<file path="src/rtl/ratAlignPkg.sv">
package ratAlignPkg;

  // Strobes from control to datapath
  typedef struct packed {
    logic capture;   // load the result registers this cycle
  } ctrl_t;

  function automatic int maxOf(input int a, input int b);
    return (a > b) ? a : b;
  endfunction

endpackage

</file>
<file path="src/rtl/ratAlignSub.sv">
// Subtractor built as complement plus adder. Two sums are formed in
// parallel: a + ~b (difference minus one) and a + ~b + 1 (difference).
// With ABS_OUT set, the sign picks which sum gives the magnitude.
module ratAlignSub #(
  parameter int W       = 8,
  parameter bit ABS_OUT = 1'b0
) (
  input  logic [W-1:0] a,
  input  logic [W-1:0] b,
  output logic [W-1:0] res,     // difference, or its magnitude when ABS_OUT
  output logic         resNeg   // sign of a - b
);

  logic [W-1:0] bInv;
  logic [W-1:0] sumHi;

  assign bInv   = ~b;
  assign sumHi  = a + bInv + W'(1);
  assign resNeg = sumHi[W-1];

  generate
    if (ABS_OUT) begin : g_abs
      logic [W-1:0] sumLo;
      assign sumLo = a + bInv;
      // negative: |a-b| = -(a-b) = ~(a-b-1)
      assign res = resNeg ? ~sumLo : sumHi;
    end else begin : g_diff
      assign res = sumHi;
    end
  endgenerate

endmodule

</file>
<file path="src/rtl/ratAlignCtrl.sv">
module ratAlignCtrl
  import ratAlignPkg::*;
(
  input  logic  clk,
  input  logic  rstN,
  input  logic  validIn,
  output ctrl_t ctrl,
  output logic  validOut
);

  always_comb begin
    ctrl         = '0;
    ctrl.capture = validIn;
  end

  always_ff @(posedge clk) begin
    if (!rstN) validOut <= 1'b0;
    else       validOut <= validIn;
  end

endmodule

</file>
<file path="src/rtl/ratAlignDp.sv">
module ratAlignDp
  import ratAlignPkg::*;
#(
  parameter int  EXP_W  = 8,
  parameter int  MANT_W = 32,
  localparam int LEN_W  = $clog2(MANT_W + 1),
  localparam int DISP_W = maxOf(EXP_W, LEN_W) + 2
) (
  input  logic              clk,
  input  logic              rstN,
  input  ctrl_t             ctrl,
  input  logic [EXP_W-1:0]  expA,
  input  logic [EXP_W-1:0]  expB,
  input  logic [LEN_W-1:0]  fixLenA,
  input  logic [LEN_W-1:0]  fixLenB,
  input  logic [LEN_W-1:0]  perLenA,
  input  logic [LEN_W-1:0]  perLenB,
  output logic              dispNeg,
  output logic [DISP_W-1:0] dispMag,
  output logic              moveB,
  output logic [LEN_W-1:0]  newFix,
  output logic [LEN_W-1:0]  newPer,
  output logic              ovf
);

  localparam int EW1   = EXP_W + 1;
  localparam int LW1   = LEN_W + 1;
  localparam int PTR_W = DISP_W + 1;

  // Stage 1: exponent difference and fixed-length difference
  logic [EW1-1:0]    expDiff;
  logic              expNeg;
  logic [LW1-1:0]    lenDiff;
  logic              lenNeg;

  ratAlignSub #(.W(EW1), .ABS_OUT(1'b0)) u_expSub (
    .a      ({expA[EXP_W-1], expA}),
    .b      ({expB[EXP_W-1], expB}),
    .res    (expDiff),
    .resNeg (expNeg)
  );

  ratAlignSub #(.W(LW1), .ABS_OUT(1'b0)) u_lenSub (
    .a      ({1'b0, fixLenA}),
    .b      ({1'b0, fixLenB}),
    .res    (lenDiff),
    .resNeg (lenNeg)
  );

  // Sign extension of both differences to the displacement width
  logic [DISP_W-1:0] expDiffExt;
  logic [DISP_W-1:0] lenDiffExt;
  assign expDiffExt = {{(DISP_W-EW1){expNeg}}, expDiff};
  assign lenDiffExt = {{(DISP_W-LW1){lenNeg}}, lenDiff};

  // Stage 2: displacement sign and magnitude
  logic [DISP_W-1:0] dMag;
  logic              dNeg;

  ratAlignSub #(.W(DISP_W), .ABS_OUT(1'b1)) u_dispSub (
    .a      (expDiffExt),
    .b      (lenDiffExt),
    .res    (dMag),
    .resNeg (dNeg)
  );

  // Stage 3: separator pointer of the moved operand, with saturation
  logic [LEN_W-1:0] movedFix;
  logic [LEN_W-1:0] movedPer;
  logic [PTR_W-1:0] ptrSum;
  logic             ptrOvf;
  logic [LEN_W-1:0] ptrSat;

  always_comb begin
    movedFix = dNeg ? fixLenB : fixLenA;
    movedPer = dNeg ? perLenB : perLenA;
    ptrSum   = PTR_W'(movedFix) + PTR_W'(dMag);
    ptrOvf   = (ptrSum > PTR_W'(MANT_W));
    ptrSat   = ptrOvf ? LEN_W'(MANT_W) : ptrSum[LEN_W-1:0];
  end

  always_ff @(posedge clk) begin
    if (!rstN) begin
      dispNeg <= 1'b0;
      dispMag <= '0;
      moveB   <= 1'b0;
      newFix  <= '0;
      newPer  <= '0;
      ovf     <= 1'b0;
    end else if (ctrl.capture) begin
      dispNeg <= dNeg;
      dispMag <= dMag;
      moveB   <= dNeg;
      newFix  <= ptrSat;
      newPer  <= movedPer;
      ovf     <= ptrOvf;
    end
  end

endmodule

</file>
<file path="src/rtl/ratAlignTop.sv">
module ratAlignTop
  import ratAlignPkg::*;
#(
  parameter int  EXP_W  = 8,
  parameter int  MANT_W = 32,
  localparam int LEN_W  = $clog2(MANT_W + 1),
  localparam int DISP_W = maxOf(EXP_W, LEN_W) + 2
) (
  input  logic              clk,
  input  logic              rstN,
  input  logic              validIn,
  input  logic [EXP_W-1:0]  expA,
  input  logic [EXP_W-1:0]  expB,
  input  logic [LEN_W-1:0]  fixLenA,
  input  logic [LEN_W-1:0]  fixLenB,
  input  logic [LEN_W-1:0]  perLenA,
  input  logic [LEN_W-1:0]  perLenB,
  output logic              validOut,
  output logic              dispNeg,
  output logic [DISP_W-1:0] dispMag,
  output logic              moveB,
  output logic [LEN_W-1:0]  newFix,
  output logic [LEN_W-1:0]  newPer,
  output logic              ovf
);

  ctrl_t ctrl;

  ratAlignCtrl u_ctrl (
    .clk      (clk),
    .rstN     (rstN),
    .validIn  (validIn),
    .ctrl     (ctrl),
    .validOut (validOut)
  );

  ratAlignDp #(.EXP_W(EXP_W), .MANT_W(MANT_W)) u_dp (
    .clk     (clk),
    .rstN    (rstN),
    .ctrl    (ctrl),
    .expA    (expA),
    .expB    (expB),
    .fixLenA (fixLenA),
    .fixLenB (fixLenB),
    .perLenA (perLenA),
    .perLenB (perLenB),
    .dispNeg (dispNeg),
    .dispMag (dispMag),
    .moveB   (moveB),
    .newFix  (newFix),
    .newPer  (newPer),
    .ovf     (ovf)
  );

endmodule

</file>
<file path="config.mk">
export PLATFORM = sky130hd
export DESIGN_NAME = ratAlignTop
export DESIGN_NICKNAME = d
export VERILOG_FILES = /design/src/rtl/ratAlignPkg.sv /design/src/rtl/ratAlignSub.sv /design/src/rtl/ratAlignCtrl.sv /design/src/rtl/ratAlignDp.sv /design/src/rtl/ratAlignTop.sv
export SDC_FILE = /design/constraint.sdc
export NUM_CORES = 1
export LEC_CHECK = 0
export ABC_AREA = 1
export CAP_MARGIN = 10
export CORE_MARGIN = 2
export CORE_UTILIZATION = 45
export DETAILED_ROUTE_END_ITERATION = 8
export GPL_TIMING_DRIVEN = 0
export PLACE_DENSITY = 0.75
export SLEW_MARGIN = 25
export SYNTH_ARGS = -nofsm -noshare
export SYNTH_HDL_FRONTEND = slang
export SYNTH_SLANG_ARGS = --single-unit
export TNS_END_PERCENT = 10
</file>
<file path="constraint.sdc">
create_clock -name clk -period 15.56 [get_ports clk]
set_input_delay 1.556 -clock clk [delete_from_list [all_inputs] [get_ports clk]]
set_output_delay 1.556 -clock clk [all_outputs]
set_load 0.05 [all_outputs]
</file>
==> metrics.md <==
| Metric | Value |
|---|---|
| Mapped cell area | `2550 um2` |
| Vias post-DR | `2669` |
| Crit. End Element | `flip-flop` |
| Synth Instances | `388` |
| WS Path Type | `in -> reg` |
| Total Power | `0.000554 W` |
| Core Area | `5510 um2` |
| Die W | `79.3 um` |
| Routed wire per std cell | `11.6 um` |
| Number of iterations in the first detailed-routing pass | `4` |
| Root Driver | `clkbuf_8` |
| Starting Density | `46.3%` |
| Leak Pwr | `1.63 nW` |
| Max Cap Violations | `0` |
| Filler instances | `531` |
| GRT overflow | `0` |
| Final WL | `6.14 mm` |
| Critical Path RT | `15.73 ns` |
| CP Max Fanout | `10` |
| Mapped Nets | `467` |
| Post-route clock period utilization | `47.4%` |
| CP dominant cell by count | `ha_1` |
| Critical Path Source | `fixLenA[0]` |
| Area contributors post-synth | `dfxtp_1 20%, ha_1 16%, nand2_1 12%, inv_1 9.3%, a21oi_1 7.8%` |
| Final setup viols | `0` |
| Slowest cell on crit path | `clkbuf_1` |
| Clk_skew | `0 ns` |
| Post-synth top area share | `19.6%` |
| Startpoint Class | `primary input` |
| Power Internal | `0.000251 W` |
| Status | `finished, final reports clean` |
| Max-slew violations | `0` |
| Chip height | `79.3 um` |
| Worst Hold Launch | `u_dp.newFix[2]` |
| Total GRT Usage | `20.9%` |
| Reg2Reg Launch Point | `u_dp.dispMag[2]` |
| Vias in the first global route | `2609` |
| Longest individual stage delay on the worst path | `0.47 ns` |
| Tmin final | `7.37 ns` |
| Unique cell type count in the Yosys netlist | `30` |
| Initial antenna violation count | `0` |
| Max Freq | `136 MHz` |
| Fin. Hold Viols | `0` |
| Gpl congestion | `0.779` |
| DP Wirelength | `5.24 mm` |
| Port bufs | `67` |
| Clock Latency Late Sink | `0.27 ns` |
| Tightest Pin Transition | `0.528 ns` |
| Area of the multi-input gates | `1770 um2` |
| Die Area | `6290 um2` |
| Clock H-tree levels | `1` |
| Setup bufs post-CTS | `0` |
| Worst hold margin | `0.469 ns` |
| TritonCTS clock tree | `done` |
| Largest net degree at the start of global routing | `16` |
| Reg power frac | `14.7%` |
| Worst hold path type | `reg -> reg` |
| Sum Neg Setup Slack | `0 ns` |
| Num rows | `27` |
| Power per Cell Area | `165 nW/um2` |
| Sequential share of the synthesized area | `19.6%` |
| Unrepaired setup endpoints after global routing | `no` |
| Clock network fraction of design power | `7.0%` |
| Sw Ratio | `54.7%` |
| Register area | `500 um2` |
| Io pins | `69` |
| Initial DRC Count | `104` |
| CTS Buffer Depth | `2` |
| Clock sinks | `25` |
| Drt drc | `0` |
| Resized cells post-CTS | `0` |
| Peak supply drop | `0.0734 mV` |
| Largest area contributor in the netlist | `dfxtp_1` |
| Post-synthesis register bit count | `25` |
| Clock slew at reported path FFs | `0.08 ns` |
| First-pass GRT wire length | `10.8 mm` |
| Comb pwr share | `78.2%` |
| Layout cells sized above 1 | `4.79%` |
| Slew headroom | `64.8%` |
| Switching power | `0.000303 W` |
| Num CTS Buffers | `3` |
| Yosys warnings | `0` |
| Syn avg cell area | `6.58 um2` |
| Fin nets | `539` |
| Post-DRT Antenna Nets | `0` |
| # hold bufs at CTS | `0` |
| Area delta synth->final | `31.7%` |
| Vias per cell | `5.03` |
| Crit path DAT | `7.54 ns` |
| ANT cells | `0` |
## metal layers
metal  GRT usage (%)  wire [um]  up-vias
li1                -          -     1415
met1            23.5       2720     1190
met2            41.6       3110       58
met3            2.39        249        6
met4            4.66         69        0
met5               0          0        -
## placed cells by master (no fill, tap or decap), types with 8 or more instances in the layout
cell type / instances
xor2_1: 8
clkbuf_1: 8
dfxtp_1: 25
nand2_1: 79
nand4_1: 9
inv_1: 63
o21ai_0: 29
ha_1: 32
nand2_2: 8
xnor2_1: 8
nand3_1: 24
nor2_1: 21
a21oi_1: 40
clkdlybuf4s50_1: 67
## cell usage after synthesis, drive strengths merged
master	instances
a22oi	1
a21oi	40
fa	4
clkbuf	8
xor2	8
o21a	1
dfxtp	25
a211oi	1
nor3	3
nand4	9
o21ai	30
ha	32
o21bai	3
inv	64
nand2	87
o211ai	2
nor2	24
and2	3
buf	2
nand3	28
a21boi	2
nand3b	3
xnor2	8
## critical path, delay by kind of cell
family,cells,cell delay [ns]
simple gates,13,1.58
fa+ha+maj,5,1.52
buf+inv,6,1.45
compound gates,7,1.44
## logic make-up after synthesis
logic type	Yosys count	synth area share, %
flops	25	19.6
fa+ha+maj	36	18.8
xor+xnor	16	5.49
simple gates	157	28.3
compound gates	80	16.7
buf+inv	74	11.1
## power by group through the flow
stage / clock network, W / logic (W) / registers (W)
floorplan: 0 / 0.000292 / 0.000123
global placement: 0 / 0.000421 / 0.0000826
detailed placement: 0 / 0.000431 / 0.0000830
CTS: 0.0000392 / 0.000434 / 0.0000815
global route: 0.0000431 / 0.000489 / 0.0000828
finish: 0.0000390 / 0.000433 / 0.0000815
## cell type report
cell class / instances / share of cell area (%)
Buffer: 10 / 1.27
Clock buffer: 3 / 1.23
Clock inverter: 1 / 0.223
Multi-Input combinational cell: 289 / 52.6
Sequential cell: 25 / 14.9
Inverter: 64 / 7.15
Timing Repair Buffer: 67 / 20.0
Tap cell: 72 / 2.68
## path summary, 6_finish.rpt
| path | cells after the start | end | slack (ns) |
|---|---|---|---|
| worst max-delay path | 31 | u_dp.newFix[5] | 8.19 |
| worst min-delay path | 2 | u_dp.newFix[2] | 0.47 |
| worst max register to register | 4 | u_dp.dispMag[2] | 14.89 |
| worst min register to register | 2 | u_dp.newFix[2] | 0.47 |
## per-stage QoR
step / cell area, um2 / cells / util [%] / worst slack (ns)
final: 3360 / 531 / 61.0 / 8.19
after CTS: 3360 / 531 / 61.0 / 8.19
after detailed placement: 3310 / 527 / 60.1 / 7.91
after floorplan: 2550 / 388 / - / 9.34
after global placement: 3310 / 527 / 60.1 / 8.00
after global routing: 3360 / 531 / 61.0 / 7.48
## state kept, by name, summed over array words and instances, names as in the netlist
signal	cells
u_dp.dispMag	10
u_dp.newFix	6
u_dp.newPer	6
u_ctrl.validOut	1
u_dp.moveB	1
u_dp.ovf	1
Note: power is estimated with default switching activity, not from simulation.
